<file path="src/rtl/ode_pkg.sv">
package ode_pkg;

  // One-hot phase strobes issued by the control to the datapath.
  typedef struct packed {
    logic load;
    logic ph1;
    logic ph2;
    logic ph3;
    logic ph4;
  } dpStrobe_t;

  typedef enum logic [2:0] {
    ST_IDLE,
    ST_P1,
    ST_P2,
    ST_P3,
    ST_P4
  } ctrlState_t;

endpackage

</file>
<file path="src/rtl/ode_fxmul.sv">
module ode_fxmul #(
  parameter int W = 16,
  parameter int F = 8
) (
  input  logic signed [W-1:0] opA,
  input  logic signed [W-1:0] opB,
  output logic signed [W-1:0] prod
);
  localparam int PW = 2 * W;

  logic signed [PW-1:0] wide;

  assign wide = PW'(opA) * PW'(opB);
  assign prod = W'(wide >>> F);
endmodule

</file>
<file path="src/rtl/ode_addsub.sv">
module ode_addsub #(
  parameter int W = 16
) (
  input  logic              doSub,
  input  logic signed [W-1:0] opA,
  input  logic signed [W-1:0] opB,
  output logic signed [W-1:0] res
);
  assign res = doSub ? (opA - opB) : (opA + opB);
endmodule

</file>
<file path="src/rtl/ode_dpath.sv">
module ode_dpath
  import ode_pkg::*;
#(
  parameter int W = 16,
  parameter int F = 8
) (
  input  logic              clk,
  input  logic              rst,
  input  dpStrobe_t         strobe,
  input  logic signed [W-1:0] xIn,
  input  logic signed [W-1:0] yIn,
  input  logic signed [W-1:0] uIn,
  input  logic signed [W-1:0] dxIn,
  input  logic signed [W-1:0] aIn,
  output logic              contOut,
  output logic signed [W-1:0] yRes
);
  localparam int NUM_MUL = 2;
  localparam logic signed [W-1:0] kThree = W'(3 << F);

  logic signed [W-1:0] xR, yR, uR, dxR, aR;
  logic signed [W-1:0] udR, ydR, xnR, xudR, yd3R, ynR, xud3R, tmpR;

  logic signed [W-1:0] mulA [NUM_MUL];
  logic signed [W-1:0] mulB [NUM_MUL];
  logic signed [W-1:0] mulP [NUM_MUL];
  logic signed [W-1:0] aluA, aluB, aluRes;
  logic                aluSub;

  genvar g;
  generate
    for (g = 0; g < NUM_MUL; g++) begin : gMul
      ode_fxmul #(.W(W), .F(F)) u_mul (
        .opA (mulA[g]),
        .opB (mulB[g]),
        .prod(mulP[g])
      );
    end
  endgenerate

  ode_addsub #(.W(W)) u_alu (
    .doSub(aluSub),
    .opA  (aluA),
    .opB  (aluB),
    .res  (aluRes)
  );

  // Operand steering per phase; phase 2 is the default routing.
  always_comb begin
    mulA[0] = xR;
    mulB[0] = udR;
    mulA[1] = kThree;
    mulB[1] = ydR;
    aluA    = yR;
    aluB    = udR;
    aluSub  = 1'b0;
    if (strobe.ph1) begin
      mulA[0] = uR;
      mulB[0] = dxR;
      mulA[1] = yR;
      mulB[1] = dxR;
      aluA    = xR;
      aluB    = dxR;
    end else if (strobe.ph3) begin
      mulA[0] = kThree;
      mulB[0] = xudR;
      aluA    = uR;
      aluB    = yd3R;
      aluSub  = 1'b1;
    end else if (strobe.ph4) begin
      aluA    = tmpR;
      aluB    = xud3R;
      aluSub  = 1'b1;
    end
  end

  assign contOut = (xnR < aR);

  always_ff @(posedge clk) begin
    if (rst) begin
      xR    <= '0;
      yR    <= '0;
      uR    <= '0;
      dxR   <= '0;
      aR    <= '0;
      udR   <= '0;
      ydR   <= '0;
      xnR   <= '0;
      xudR  <= '0;
      yd3R  <= '0;
      ynR   <= '0;
      xud3R <= '0;
      tmpR  <= '0;
      yRes  <= '0;
    end else begin
      if (strobe.load) begin
        xR  <= xIn;
        yR  <= yIn;
        uR  <= uIn;
        dxR <= dxIn;
        aR  <= aIn;
      end
      if (strobe.ph1) begin
        udR <= mulP[0];
        ydR <= mulP[1];
        xnR <= aluRes;
      end
      if (strobe.ph2) begin
        xudR <= mulP[0];
        yd3R <= mulP[1];
        ynR  <= aluRes;
      end
      if (strobe.ph3) begin
        xud3R <= mulP[0];
        tmpR  <= aluRes;
      end
      if (strobe.ph4) begin
        xR <= xnR;
        yR <= ynR;
        uR <= aluRes;
        if (!contOut) begin
          yRes <= ynR;
        end
      end
    end
  end
endmodule

</file>
<file path="src/rtl/ode_ctrl.sv">
module ode_ctrl
  import ode_pkg::*;
(
  input  logic      clk,
  input  logic      rst,
  input  logic      start,
  input  logic      contIn,
  output dpStrobe_t strobe,
  output logic      busy,
  output logic      done
);
  ctrlState_t state, stateNext;

  always_comb begin
    stateNext = state;
    unique case (state)
      ST_IDLE: if (start) stateNext = ST_P1;
      ST_P1:   stateNext = ST_P2;
      ST_P2:   stateNext = ST_P3;
      ST_P3:   stateNext = ST_P4;
      ST_P4:   stateNext = contIn ? ST_P1 : ST_IDLE;
      default: stateNext = ST_IDLE;
    endcase
  end

  always_comb begin
    strobe.load = (state == ST_IDLE) && start;
    strobe.ph1  = (state == ST_P1);
    strobe.ph2  = (state == ST_P2);
    strobe.ph3  = (state == ST_P3);
    strobe.ph4  = (state == ST_P4);
  end

  assign busy = (state != ST_IDLE);

  always_ff @(posedge clk) begin
    if (rst) begin
      state <= ST_IDLE;
      done  <= 1'b0;
    end else begin
      state <= stateNext;
      done  <= (state == ST_P4) && !contIn;
    end
  end
endmodule

</file>
<file path="src/rtl/ode_solver.sv">
module ode_solver #(
  parameter int W = 16,
  parameter int F = 8
) (
  input  logic              clk,
  input  logic              rst,
  input  logic              start,
  input  logic signed [W-1:0] xIn,
  input  logic signed [W-1:0] yIn,
  input  logic signed [W-1:0] uIn,
  input  logic signed [W-1:0] dxIn,
  input  logic signed [W-1:0] aIn,
  output logic              busy,
  output logic              done,
  output logic signed [W-1:0] yOut
);
  ode_pkg::dpStrobe_t strobe;
  logic               cont;

  ode_ctrl u_ctrl (
    .clk   (clk),
    .rst   (rst),
    .start (start),
    .contIn(cont),
    .strobe(strobe),
    .busy  (busy),
    .done  (done)
  );

  ode_dpath #(.W(W), .F(F)) u_dpath (
    .clk    (clk),
    .rst    (rst),
    .strobe (strobe),
    .xIn    (xIn),
    .yIn    (yIn),
    .uIn    (uIn),
    .dxIn   (dxIn),
    .aIn    (aIn),
    .contOut(cont),
    .yRes   (yOut)
  );
endmodule

</file>
<file path="config.mk">
export PLATFORM = sky130hd
export DESIGN_NAME = ode_solver
export DESIGN_NICKNAME = d
export VERILOG_FILES = /design/src/rtl/ode_pkg.sv /design/src/rtl/ode_fxmul.sv /design/src/rtl/ode_addsub.sv /design/src/rtl/ode_dpath.sv /design/src/rtl/ode_ctrl.sv /design/src/rtl/ode_solver.sv
export SDC_FILE = /design/constraint.sdc
export NUM_CORES = 2
export LEC_CHECK = 0
export BUFFER_PORTS_ARGS = -buffer_cell sky130_fd_sc_hd__buf_2
export CORE_MARGIN = 3
export CORE_UTILIZATION = 50
export CTS_BUF_LIST = sky130_fd_sc_hd__clkbuf_4 sky130_fd_sc_hd__clkbuf_8
export CTS_CLUSTER_SIZE = 24
export DETAILED_ROUTE_END_ITERATION = 7
export PLACE_DENSITY = 0.67
export RECOVER_POWER = 25
export SKIP_CTS_REPAIR_TIMING = 1
export SYNTH_ARGS = -nofsm -noshare
export SYNTH_HDL_FRONTEND = slang
export SYNTH_SLANG_ARGS = --single-unit
</file>
<file path="constraint.sdc">
create_clock -name clk -period 14.2 [get_ports clk]
set_input_delay 1.42 -clock clk [delete_from_list [all_inputs] [get_ports clk]]
set_output_delay 1.42 -clock clk [all_outputs]
set_load 0.01 [all_outputs]
</file>
==> reports/qor.txt <==
slowest stage cell, crit path = clkbuf_1
DR pass1 iterations = 5
static leakage = 13.0 nW
Num Clock Sinks = 228
Core Region = 51700 µm²
Max Cap Viol = 2
#FFs+latches synth = 228
Hold Path Class = register to register
die area = 55500 µm²
CP endpoint kind = register
Mapped Nets = 3867
Routed WL per cell = 21.0 µm
Async S/R FF share, synth = 0%
family with the most delay on the worst path = adder cells
slew margin rel. = -139%
most common cell in the netlist = nand2_1
H-Tree Depth = 2
antenna diode count = 0
WP data arrival = 10.67 ns
worst path required time = 14.71 ns
Detailed Place HPWL = 63.0 mm
clock buffer depth = 3
initial antenna violation count = 1
vias in the first global route = 23300
Post-Synthesis Cells = 3240
CTS clk-pin slew, worst paths = 0.07 ns
Num CTS Buffers = 39
first-pass GRT wire length = 131 mm
Final Slew Violations = 159
root buffer cell = clkbuf_8
die height = 236 µm
DRT antenna net count = 0
sequential cell area fraction in the yosys report = 17.3%
CP bufs+invs = 6
PwrDens = 89.5 nW/µm²
status = finished, violations left
Worst Skew = 0.0449 ns
critical path type = register to register
fraction of layout cells with a size suffix above 1 = 7.89%
setup TNS = 0 ns
Worst-Margin Slew = 3.59 ns
Area growth syn-to-layout = 7.01%
GRT Overall Usage = 29.9%
Max VDD drop = 0.110 mV
syn_area_per_cell = 8.13 µm²
Final GP Congestion = 0.967
failing checks = capacitance limit, slew limit
startpoint types = register
DRT iter0 DRCs = 1742
Fin. Hold Viols = 0
GRT overflow = 0
Vias/cell = 5.77
TritonCTS clock tree = yes
site row count = 83
Yosys top cell area share = 28.3%
via count = 22800
fmax = 0.0985 GHz
cell accounting for the most synthesized area = fa_1
Clock Latency Late Sink = 0.60 ns
largest net degree at the start of global routing = 99
Ports = 101
routed wire length = 83.0 mm
Cell variety after synth = 79
YS warnings = 0
Die Wd = 236 µm
RSZ-0062 raised after global routing = false
Layout Nets = 3867
Port Buffers = 100
part of the cycle the worst path needs = 71.5%
Remaining DRCs = 0
Top FF cell, synth = dfxtp_1
Tmin final = 10.16 ns
top cells by area, synth = fa_1 (28%), dfxtp_1 (17%), ha_1 (8.1%)
Starting Density = 50.9%
Total Power = 2.52 mW
slowest stage delay, CP = 1.11 ns
Fillers = 4910
Post-synth top cells = nand2_1 (570), inv_1 (506), fa_1 (373), nor2_1 (296), dfxtp_1 (228)
Mapped Area = 26300 µm²
Crit path top cell by count = fa_1
setup violators final = 0
Post-synth EDFFs = 0
CP max FO = 78
## sequential cells by signal, summed over array words and instances, names as in the netlist
| register | count |
|---|---|
| u_dpath.xud3R | 16 |
| u_dpath.yd3R | 16 |
| u_dpath.yRes | 16 |
| u_dpath.ydR | 16 |
| u_dpath.yR | 16 |
| u_dpath.dxR | 16 |
| u_dpath.xR | 16 |
| u_dpath.aR | 16 |
| u_dpath.xnR | 16 |
| u_ctrl.done | 1 |
| u_dpath.udR | 16 |
| u_dpath.uR | 16 |
| u_ctrl.state | 3 |
| u_dpath.ynR | 16 |
| u_dpath.tmpR | 16 |
| u_dpath.xudR | 16 |
## path summary, 6_finish.rpt
check,startpoint,end,slack [ns],cells past startpoint
min,u_dpath.aR[15]$_SDFFE_PP0P_,u_dpath.aR[15]$_SDFFE_PP0P_,0.45,2
max,u_ctrl.state[2]$_SDFFE_PP0P_,u_dpath.ydR[15]$_SDFFE_PP0P_,4.04,26
min reg2reg,u_dpath.aR[15]$_SDFFE_PP0P_,u_dpath.aR[15]$_SDFFE_PP0P_,0.45,2
max reg2reg,u_ctrl.state[2]$_SDFFE_PP0P_,u_dpath.ydR[15]$_SDFFE_PP0P_,4.04,26
## tightest hold or removal path, cell delays in order, from the launching register on
cell and delay (ns):
dfxtp_1 0.31, nand2_1 0.05, a21oi_1 0.05
## cell usage in the layout, fill, tap and decap left out, types with 65 or more instances in the layout
| master | count |
|---|---|
| nand2_1 | 568 |
| inv_1 | 506 |
| fa_1 | 373 |
| nor2_1 | 293 |
| dfxtp_1 | 227 |
| a21oi_1 | 180 |
| ha_1 | 171 |
| and3_1 | 89 |
| buf_2 | 82 |
| o21ai_0 | 65 |
## final cells by class
cell class / count / area (µm²) / area share [%]
multi-input cells: 2314 / 19200 / 68.0
clock buffers: 56 / 702 / 2.49
repair buffers: 151 / 861 / 3.05
clock inverters: 13 / 153 / 0.541
well taps: 680 / 851 / 3.02
flip-flops and latches: 228 / 4570 / 16.2
inverters: 506 / 1900 / 6.74
## power by group
group	total (mW)	internal [mW]	switching (mW)
Sequential	0.758	0.692	0.0656
Combinational	1.09	0.342	0.744
Clock	0.679	0.375	0.304
## through the flow
step / area, µm² / hold WS [ns] / instances / utilization, % / worst slack [ns]
2_1_floorplan: 26300 / 0.432 / 3240 / - / 6.95
3_3_place_gp: 27400 / 0.440 / 3879 / 52.9 / 5.62
3_5_place_dp: 27400 / 0.447 / 3879 / 52.9 / 5.42
4_1_cts: 28200 / 0.455 / 3948 / 54.6 / 5.44
5_1_grt: 28200 / 0.473 / 3948 / 54.5 / 3.57
6_report: 28200 / 0.452 / 3948 / 54.5 / 4.04
## cell families after synthesis
logic type      share of synthesized area [%]
compound gates                           13.1
xor+xnor                                 2.99
fa+ha+maj                                36.5
buf+inv                                  10.1
flops                                    17.3
mux                                      1.49
simple gates                             18.6
## layer usage
layer	share of wire, %	GRT usage (%)	vias up
met3	8.5	5.60	237
met4	4.8	12.4	0
met2	46	48.8	1030
met5	0	0	-
li1	-	-	10300
met1	40	39.3	11200
Note: power is estimated with default switching activity, not from simulation.
